### src/rtl/bts_pkg.sv
package bts_pkg;
  typedef enum logic [2:0] {
    ST_IDLE = 3'd0,
    ST_TI   = 3'd1,
    ST_T1   = 3'd2,
    ST_T2   = 3'd3,
    ST_T3   = 3'd4
  } bus_st_e;
endpackage

### src/rtl/bts_gap.sv
module bts_gap
  import bts_pkg::*;
(
  input  bus_st_e st_q,
  input  logic    wr_q,
  input  logic    accept,
  input  logic    req_write,
  input  logic    idle_en,
  input  logic    int_access,
  output logic    insert
);
  logic rd_finishing;

  always_comb begin
    // a read is finishing only in its third state
    rd_finishing = (st_q == ST_T3) && !wr_q;
    insert       = accept && req_write && idle_en && !int_access && rd_finishing;
  end
endmodule

### src/rtl/bts_seq.sv
module bts_seq
  import bts_pkg::*;
#(
  parameter int ADDR_W = 16,
  parameter int DATA_W = 8
) (
  input  logic              clk,
  input  logic              rst,
  input  logic              idle_en,
  input  logic              int_access,
  input  logic              req_valid,
  input  logic              req_write,
  input  logic [ADDR_W-1:0] req_addr,
  input  logic [DATA_W-1:0] req_wdata,
  output logic              req_ready,
  output bus_st_e           st_q,
  output bus_st_e           st_d,
  output logic              wr_q,
  output logic              wr_d,
  output logic [ADDR_W-1:0] addr_d,
  output logic [DATA_W-1:0] wdata_d
);
  logic [ADDR_W-1:0] addr_q;
  logic [DATA_W-1:0] wdata_q;
  logic              accept;
  logic              insert;

  assign req_ready = (st_q == ST_IDLE) || (st_q == ST_T3) || ((st_q == ST_T2) && wr_q);
  assign accept    = req_valid && req_ready;

  bts_gap u_gap (
    .st_q       (st_q),
    .wr_q       (wr_q),
    .accept     (accept),
    .req_write  (req_write),
    .idle_en    (idle_en),
    .int_access (int_access),
    .insert     (insert)
  );

  always_comb begin
    st_d    = st_q;
    wr_d    = wr_q;
    addr_d  = addr_q;
    wdata_d = wdata_q;
    if (accept) begin
      st_d    = insert ? ST_TI : ST_T1;
      wr_d    = req_write;
      addr_d  = req_addr;
      wdata_d = req_wdata;
    end else begin
      unique case (st_q)
        ST_TI:   st_d = ST_T1;
        ST_T1:   st_d = ST_T2;
        ST_T2:   st_d = wr_q ? ST_IDLE : ST_T3;
        ST_T3:   st_d = ST_IDLE;
        default: st_d = ST_IDLE;
      endcase
    end
  end

  always_ff @(posedge clk) begin
    if (rst) begin
      st_q    <= ST_IDLE;
      wr_q    <= 1'b0;
      addr_q  <= '0;
      wdata_q <= '0;
    end else begin
      st_q    <= st_d;
      wr_q    <= wr_d;
      addr_q  <= addr_d;
      wdata_q <= wdata_d;
    end
  end


  ti_follows_read_chk: assert property (@(posedge clk) disable iff (rst)
    (st_q == ST_T3 && req_valid && req_write && idle_en && !int_access) |=> (st_q == ST_TI));

  ti_single_chk: assert property (@(posedge clk) disable iff (rst)
    (st_q == ST_TI) |=> (st_q == ST_T1));

  no_ti_when_off_chk: assert property (@(posedge clk) disable iff (rst)
    (req_valid && req_ready && !idle_en) |=> (st_q != ST_TI));

  ti_only_after_read_chk: assert property (@(posedge clk) disable iff (rst)
    (req_valid && req_ready && st_q != ST_T3) |=> (st_q != ST_TI));

  busy_not_ready_chk: assert property (@(posedge clk) disable iff (rst)
    (st_q == ST_TI || st_q == ST_T1) |-> !req_ready);

  read_len_chk: assert property (@(posedge clk) disable iff (rst)
    (st_q == ST_T2 && !wr_q) |=> (st_q == ST_T3));
endmodule

### src/rtl/bts_pins.sv
module bts_pins
  import bts_pkg::*;
#(
  parameter int ADDR_W = 16,
  parameter int DATA_W = 8
) (
  input  logic              clk,
  input  logic              rst,
  input  bus_st_e           st_q,
  input  bus_st_e           st_d,
  input  logic              wr_q,
  input  logic              wr_d,
  input  logic [ADDR_W-1:0] addr_d,
  input  logic [DATA_W-1:0] wdata_d,
  input  logic [DATA_W-1:0] bus_din,
  output logic              done,
  output logic [DATA_W-1:0] rdata,
  output logic [ADDR_W-1:0] bus_addr,
  output logic              bus_rd_n,
  output logic              bus_wr_n,
  output logic              bus_oe,
  output logic [DATA_W-1:0] bus_dout
);
  logic nx_active;
  logic nx_rd;
  logic nx_wr_drive;
  logic nx_wr_strobe;

  always_comb begin
    nx_active    = (st_d == ST_T1) || (st_d == ST_T2) || (st_d == ST_T3);
    nx_rd        = nx_active && !wr_d;
    nx_wr_drive  = wr_d && ((st_d == ST_T1) || (st_d == ST_T2));
    nx_wr_strobe = wr_d && (st_d == ST_T2);
  end

  always_ff @(posedge clk) begin
    if (rst) begin
      bus_addr <= '0;
      bus_rd_n <= 1'b1;
      bus_wr_n <= 1'b1;
      bus_oe   <= 1'b0;
      bus_dout <= '0;
      rdata    <= '0;
      done     <= 1'b0;
    end else begin
      if (nx_active)   bus_addr <= addr_d;
      if (nx_wr_drive) bus_dout <= wdata_d;
      bus_rd_n <= !nx_rd;
      bus_wr_n <= !nx_wr_strobe;
      bus_oe   <= nx_wr_drive;
      if (st_q == ST_T3) rdata <= bus_din;
      done <= (st_q == ST_T3) || ((st_q == ST_T2) && wr_q);
    end
  end


  ti_quiet_chk: assert property (@(posedge clk) disable iff (rst)
    (st_q == ST_TI) |-> (bus_rd_n && bus_wr_n && !bus_oe));

  strobe_excl_chk: assert property (@(posedge clk) disable iff (rst)
    !bus_rd_n |-> (bus_wr_n && !bus_oe));

  wr_inside_oe_chk: assert property (@(posedge clk) disable iff (rst)
    !bus_wr_n |-> bus_oe);

  done_pulse_chk: assert property (@(posedge clk) disable iff (rst)
    done |=> !done);
endmodule

### src/rtl/bus_turnaround_seq.sv
module bus_turnaround_seq
  import bts_pkg::*;
#(
  parameter int ADDR_W = 16,
  parameter int DATA_W = 8
) (
  input  logic              clk,
  input  logic              rst,
  input  logic              idle_en,
  input  logic              int_access,
  input  logic              req_valid,
  output logic              req_ready,
  input  logic              req_write,
  input  logic [ADDR_W-1:0] req_addr,
  input  logic [DATA_W-1:0] req_wdata,
  output logic              done,
  output logic [DATA_W-1:0] rdata,
  output logic [ADDR_W-1:0] bus_addr,
  output logic              bus_rd_n,
  output logic              bus_wr_n,
  output logic              bus_oe,
  output logic [DATA_W-1:0] bus_dout,
  input  logic [DATA_W-1:0] bus_din
);
  bus_st_e           st_q;
  bus_st_e           st_d;
  logic              wr_q;
  logic              wr_d;
  logic [ADDR_W-1:0] addr_d;
  logic [DATA_W-1:0] wdata_d;

  bts_seq #(.ADDR_W(ADDR_W), .DATA_W(DATA_W)) u_seq (
    .clk        (clk),
    .rst        (rst),
    .idle_en    (idle_en),
    .int_access (int_access),
    .req_valid  (req_valid),
    .req_write  (req_write),
    .req_addr   (req_addr),
    .req_wdata  (req_wdata),
    .req_ready  (req_ready),
    .st_q       (st_q),
    .st_d       (st_d),
    .wr_q       (wr_q),
    .wr_d       (wr_d),
    .addr_d     (addr_d),
    .wdata_d    (wdata_d)
  );

  bts_pins #(.ADDR_W(ADDR_W), .DATA_W(DATA_W)) u_pins (
    .clk      (clk),
    .rst      (rst),
    .st_q     (st_q),
    .st_d     (st_d),
    .wr_q     (wr_q),
    .wr_d     (wr_d),
    .addr_d   (addr_d),
    .wdata_d  (wdata_d),
    .bus_din  (bus_din),
    .done     (done),
    .rdata    (rdata),
    .bus_addr (bus_addr),
    .bus_rd_n (bus_rd_n),
    .bus_wr_n (bus_wr_n),
    .bus_oe   (bus_oe),
    .bus_dout (bus_dout)
  );
endmodule

### config.mk
export PLATFORM = sky130hd
export DESIGN_NAME = bus_turnaround_seq
export DESIGN_NICKNAME = d
export VERILOG_FILES = /design/src/rtl/bts_pkg.sv /design/src/rtl/bts_gap.sv /design/src/rtl/bts_seq.sv /design/src/rtl/bts_pins.sv /design/src/rtl/bus_turnaround_seq.sv
export SDC_FILE = /design/constraint.sdc
export NUM_CORES = 1
export LEC_CHECK = 0
export CAP_MARGIN = 10
export CORE_MARGIN = 5
export CORE_UTILIZATION = 55
export CTS_BUF_LIST = sky130_fd_sc_hd__clkbuf_2
export DETAILED_ROUTE_END_ITERATION = 10
export GPL_TIMING_DRIVEN = 1
export HOLD_SLACK_MARGIN = 0.03
export PLACE_DENSITY_LB_ADDON = 0.1
export RECOVER_POWER = 100
export SKIP_LAST_GASP = 1
export SLEW_MARGIN = 20
export SYNTH_ARGS = -nofsm -noshare
export SYNTH_HDL_FRONTEND = slang
export SYNTH_HIERARCHICAL = 1
export SYNTH_SLANG_ARGS = --single-unit
export TNS_END_PERCENT = 1
### constraint.sdc
create_clock -name clk -period 5.72 [get_ports clk]
set_input_delay 1.716 -clock clk [delete_from_list [all_inputs] [get_ports clk]]
set_output_delay 1.716 -clock clk [all_outputs]
set_load 0.03 [all_outputs]
==> impl_metrics.csv <==
group,metric,value,unit
run_status,status,"complete, but fails checks",
run_status,violations,"capacitance limit, slew limit",
route,wl_per_cell,14.8,µm
min_path,hold_end,"u_pins/bus_addr[7]$_SDFFE_PP0P_",
timing,slew_violations,80,
timing,finalSetupTns,0,ps
timing,worst_pin_slew,2900,ps
power_and_ir_drop,netSwitchingFraction,33.9,%
clock_tree,post-cts-setup-buffer-count,0,
clock_tree,cts_tree,"done",
clock_tree,cts.sinks,64,
power_and_ir_drop,seq_power_share,49.8,%
clock_tree,htreeDepth,3,
timing,setup_viol,0,
timing,period_share,83.2,%
critical_path,critical_path.startpoint,"req_valid",
die,rows,27,
timing,holdWs,486,ps
finish,nNetsFinal,437,
job,drv_cap,1,
min_path,hold_start,"u_pins/bus_addr[7]$_SDFFE_PP0P_",
power_and_ir_drop,cellInternalPower,679,µW
power_and_ir_drop,power_frac_comb,30.3,%
yosys,yosysWarnings,6,
yosys,synth_common_cells,"dfxtp_1, mux2i_1, nand2b_1, nand2_1, a21oi_1",
die,die_area,7190,µm²
critical_path,regToRegEndpoint,"u_pins/bus_addr[14]$_SDFFE_PP0P_",
critical_path,crit_path_end_kind,"flip-flop",
power_and_ir_drop,p_total,1.03,mW
critical_path,crit_top_cell,"nand2_1",
place,portBuffers,74,
critical_path,reg2regPathDepth,11,
finish,area.growth.synth_to_final,23.5,%
global_route,grt_max_degree,80,
die,start_util,56.2,%
die,die_height,84.8,µm
critical_path,reg2reg_slack,1580,ps
finish,seqCellArea,1280,µm²
yosys,syn_area,3080,µm²
place,place_area,3750,µm²
clock_tree,insertion_delay,480,ps
critical_path,cp_slowest_cell,"mux2i_2",
power_and_ir_drop,pwr-share-clk,20.0,%
timing,rsz0062_at_grt,"false",
yosys,ys_ff_latch,64,
yosys,netlist_instances,337,
critical_path,crit_path_cell_trace,"dlygate4sd3_1, buf_4, o21ai_0, inv_1, nand2_1, nor4_1, nor2_1, a31oi_1, nand2_1, mux2i_2, mux2i_1",
critical_path,crit_buf_inv,3,
clock_tree,cts_hold_buffers,0,
timing,relSlewSlack,-93.3,%
clock_tree,ctsResizeCount,0,
min_path,hold_class,"reg -> reg",
critical_path,r2r_start,"u_seq/st_q[0]$_SDFF_PP0_",
timing,final.setup_skew,14.6,ps
route,ant_nets,0,
global_route,antenna_found_initial,0,
clock_tree,cts_root_buf,"clkbuf_2",
global_route,overflow,0,
route,totalWireLength,7040,µm
min_path,holdPathStages,2,
power_and_ir_drop,p_sw,348,µW
die,io_pins,75,
finish,design_area,3800,µm²
clock_tree,cts_buffers,9,
timing,max_freq,0.210,GHz
global_route,grt_use_total,19.9,%
global_route,grt_first_pass_wirelength,11700,µm
finish,diodes,0,
place,hpwlAfterDp,4580,µm
critical_path,slowest_delay,1090,ps
route,drc,0,
power_and_ir_drop,ir_drop,0.178,mV
yosys,synthArstFlopShare,0,%
timing,hold_viol,0,
timing,min_period,4760,ps
route,vias,2643,
critical_path,critPathArrivalTime,5170,ps
clock_tree,clk_path_buf_depth,2,
yosys,yosysTopAreaCell,"dfxtp_1",
critical_path,start_kind,"input port",
yosys,synth_edf_count,0,
route,routed_via_density,5.58,
finish,multi_input_area,1570,µm²
clock_tree,clk_pin_slew_worst_paths,140,ps
power_and_ir_drop,cellLeakagePower,1.61,nW
yosys,avgSynthCellArea,9.13,µm²
die,core-area,5470,µm²
yosys,yosysMostFrequentCell,"dfxtp_1",
route,drt_iter0_drc,173,
die,dieWidth,84.8,µm
yosys,yosys.area.top_type_share,41.6,%
global_route,grt_pass1_vias,2533,
critical_path,crit_fanout,31,
place,gp_congestion,0.790,
critical_path,required,6130,ps
yosys,synth_top_cells_by_area,"dfxtp_1, mux2i_1, nand2b_1",
yosys,ys_seq_area_share,41.6,%
critical_path,crit_type,"in -> reg",
critical_path,cp_top_family,"multiplexers",
yosys,netlist-cell-type-count,32,
finish,n_fill_cell,474,
yosys,synthFlopType,"dfxtp_1",
power_and_ir_drop,power_density,270,nW/µm²
route,dr.pass1.iters,4,
yosys,syn_nets,375,
finish,drive_gt1_share,7.21,%
-- cell usage in the layout (no fill, tap or decap) --
cell,Yosys,layout
o21ai_1,1,1
clkbuf_1,8,1
nand2_1,29,29
a2bb2oi_1,21,21
clkdlybuf4s50_1,0,35
nor3_1,2,2
nand4bb_1,2,2
and4b_2,0,1
nand3b_1,1,1
nor2_2,2,2
nor4_1,0,1
clkinv_2,0,1
a31oi_1,3,3
a21oi_1,28,28
nor2b_1,3,3
nand2b_1,32,32
or2_2,1,1
inv_1,3,3
nand4_1,1,1
clkbuf_2,0,12
mux2i_2,0,1
o21ai_0,25,25
mux2i_1,32,32
nor2_1,22,22
o211ai_1,24,24
buf_2,8,1
buf_4,2,6
or3_2,1,1
or4b_1,1,1
a2bb2oi_2,3,3
dlygate4sd3_1,0,38
clkinv_1,0,1
nor3b_1,3,3
dfxtp_1,64,64
-- sequential cells by signal (all words and copies together) (netlist names) --
signal,cells
u_pins/bus_dout,8
u_pins/bus_wr_n,1
u_seq/addr_q,16
u_seq/wr_q,1
u_seq/wdata_q,8
u_pins/bus_rd_n,1
u_pins/bus_oe,1
u_pins/rdata,8
u_pins/done,1
u_seq/st_q,3
u_pins/bus_addr,16
-- kinds of logic (layout without fill, tap and decap cells) --
| logic type | Yosys count | after routing | share of synthesized area [%] |
|---|---|---|---|
| AOI/OAI and AO/OA | 105 | 105 | 22.7 |
| DFF | 64 | 64 | 41.6 |
| muxes | 33 | 33 | 11.1 |
| and+or+nand+nor | 102 | 102 | 17.5 |
| buffers and inverters | 33 | 98 | 7.07 |
-- worst max-delay path by stage --
| stage | endpoint | slack, ps | depth (start not counted) |
|---|---|---|---|
| after floorplan | u_pins/bus_rd_n$_SDFF_PP1_ | 1850 | 12 |
| after global placement | u_pins/bus_rd_n$_SDFF_PP1_ | 1280 | 12 |
| after detailed placement | u_pins/bus_addr[14]$_SDFFE_PP0P_ | 1150 | 11 |
| after CTS | u_pins/bus_addr[14]$_SDFFE_PP0P_ | 1670 | 11 |
| after global routing | u_pins/bus_addr[2]$_SDFFE_PP0P_ | 720 | 11 |
| final | u_pins/bus_addr[14]$_SDFFE_PP0P_ | 960 | 11 |
-- cell type report --
class | count | area share, %
clock buffer | 12 | 1.58
clock inverter | 2 | 0.230
inverter | 3 | 0.296
multi-input combinational | 240 | 41.2
sequential | 64 | 33.7
tap | 72 | 2.37
timing repair buffer | 81 | 20.6
-- power groups by stage --
| stage | sequential [mW] | clock, mW | combinational, mW |
|---|---|---|---|
| final | 0.511 | 0.205 | 0.311 |
| after detailed placement | 0.522 | 0 | 0.322 |
| after global placement | 0.520 | 0 | 0.317 |
| after CTS | 0.512 | 0.212 | 0.323 |
| after floorplan | 0.561 | 0 | 0.186 |
| after global routing | 0.517 | 0.233 | 0.337 |
-- through the flow --
stage                     util (%)  instances  setup slack (ps)
final                         69.5        474               960
after global routing          69.5        474               722
after CTS                     69.8        474              1670
after detailed placement      68.5        460              1150
after global placement        68.5        460              1280
after floorplan                  -        337              1850
-- worst reg2reg max path, delay by kind of cell (launching register included) --
kind	cells	cell delay, ps
and+or+nand+nor	5	1110
muxes	2	1380
DFF	1	690
buffers and inverters	2	520
AOI/OAI and AO/OA	2	380
-- metal layers --
metal,track usage [%],part of all wire [%]
met1,26.3,45
met2,31.6,47
met3,4.95,6.8
met4,6.91,1.6
met5,0,0
No activity file was read; power rests on OpenSTA's default activity.
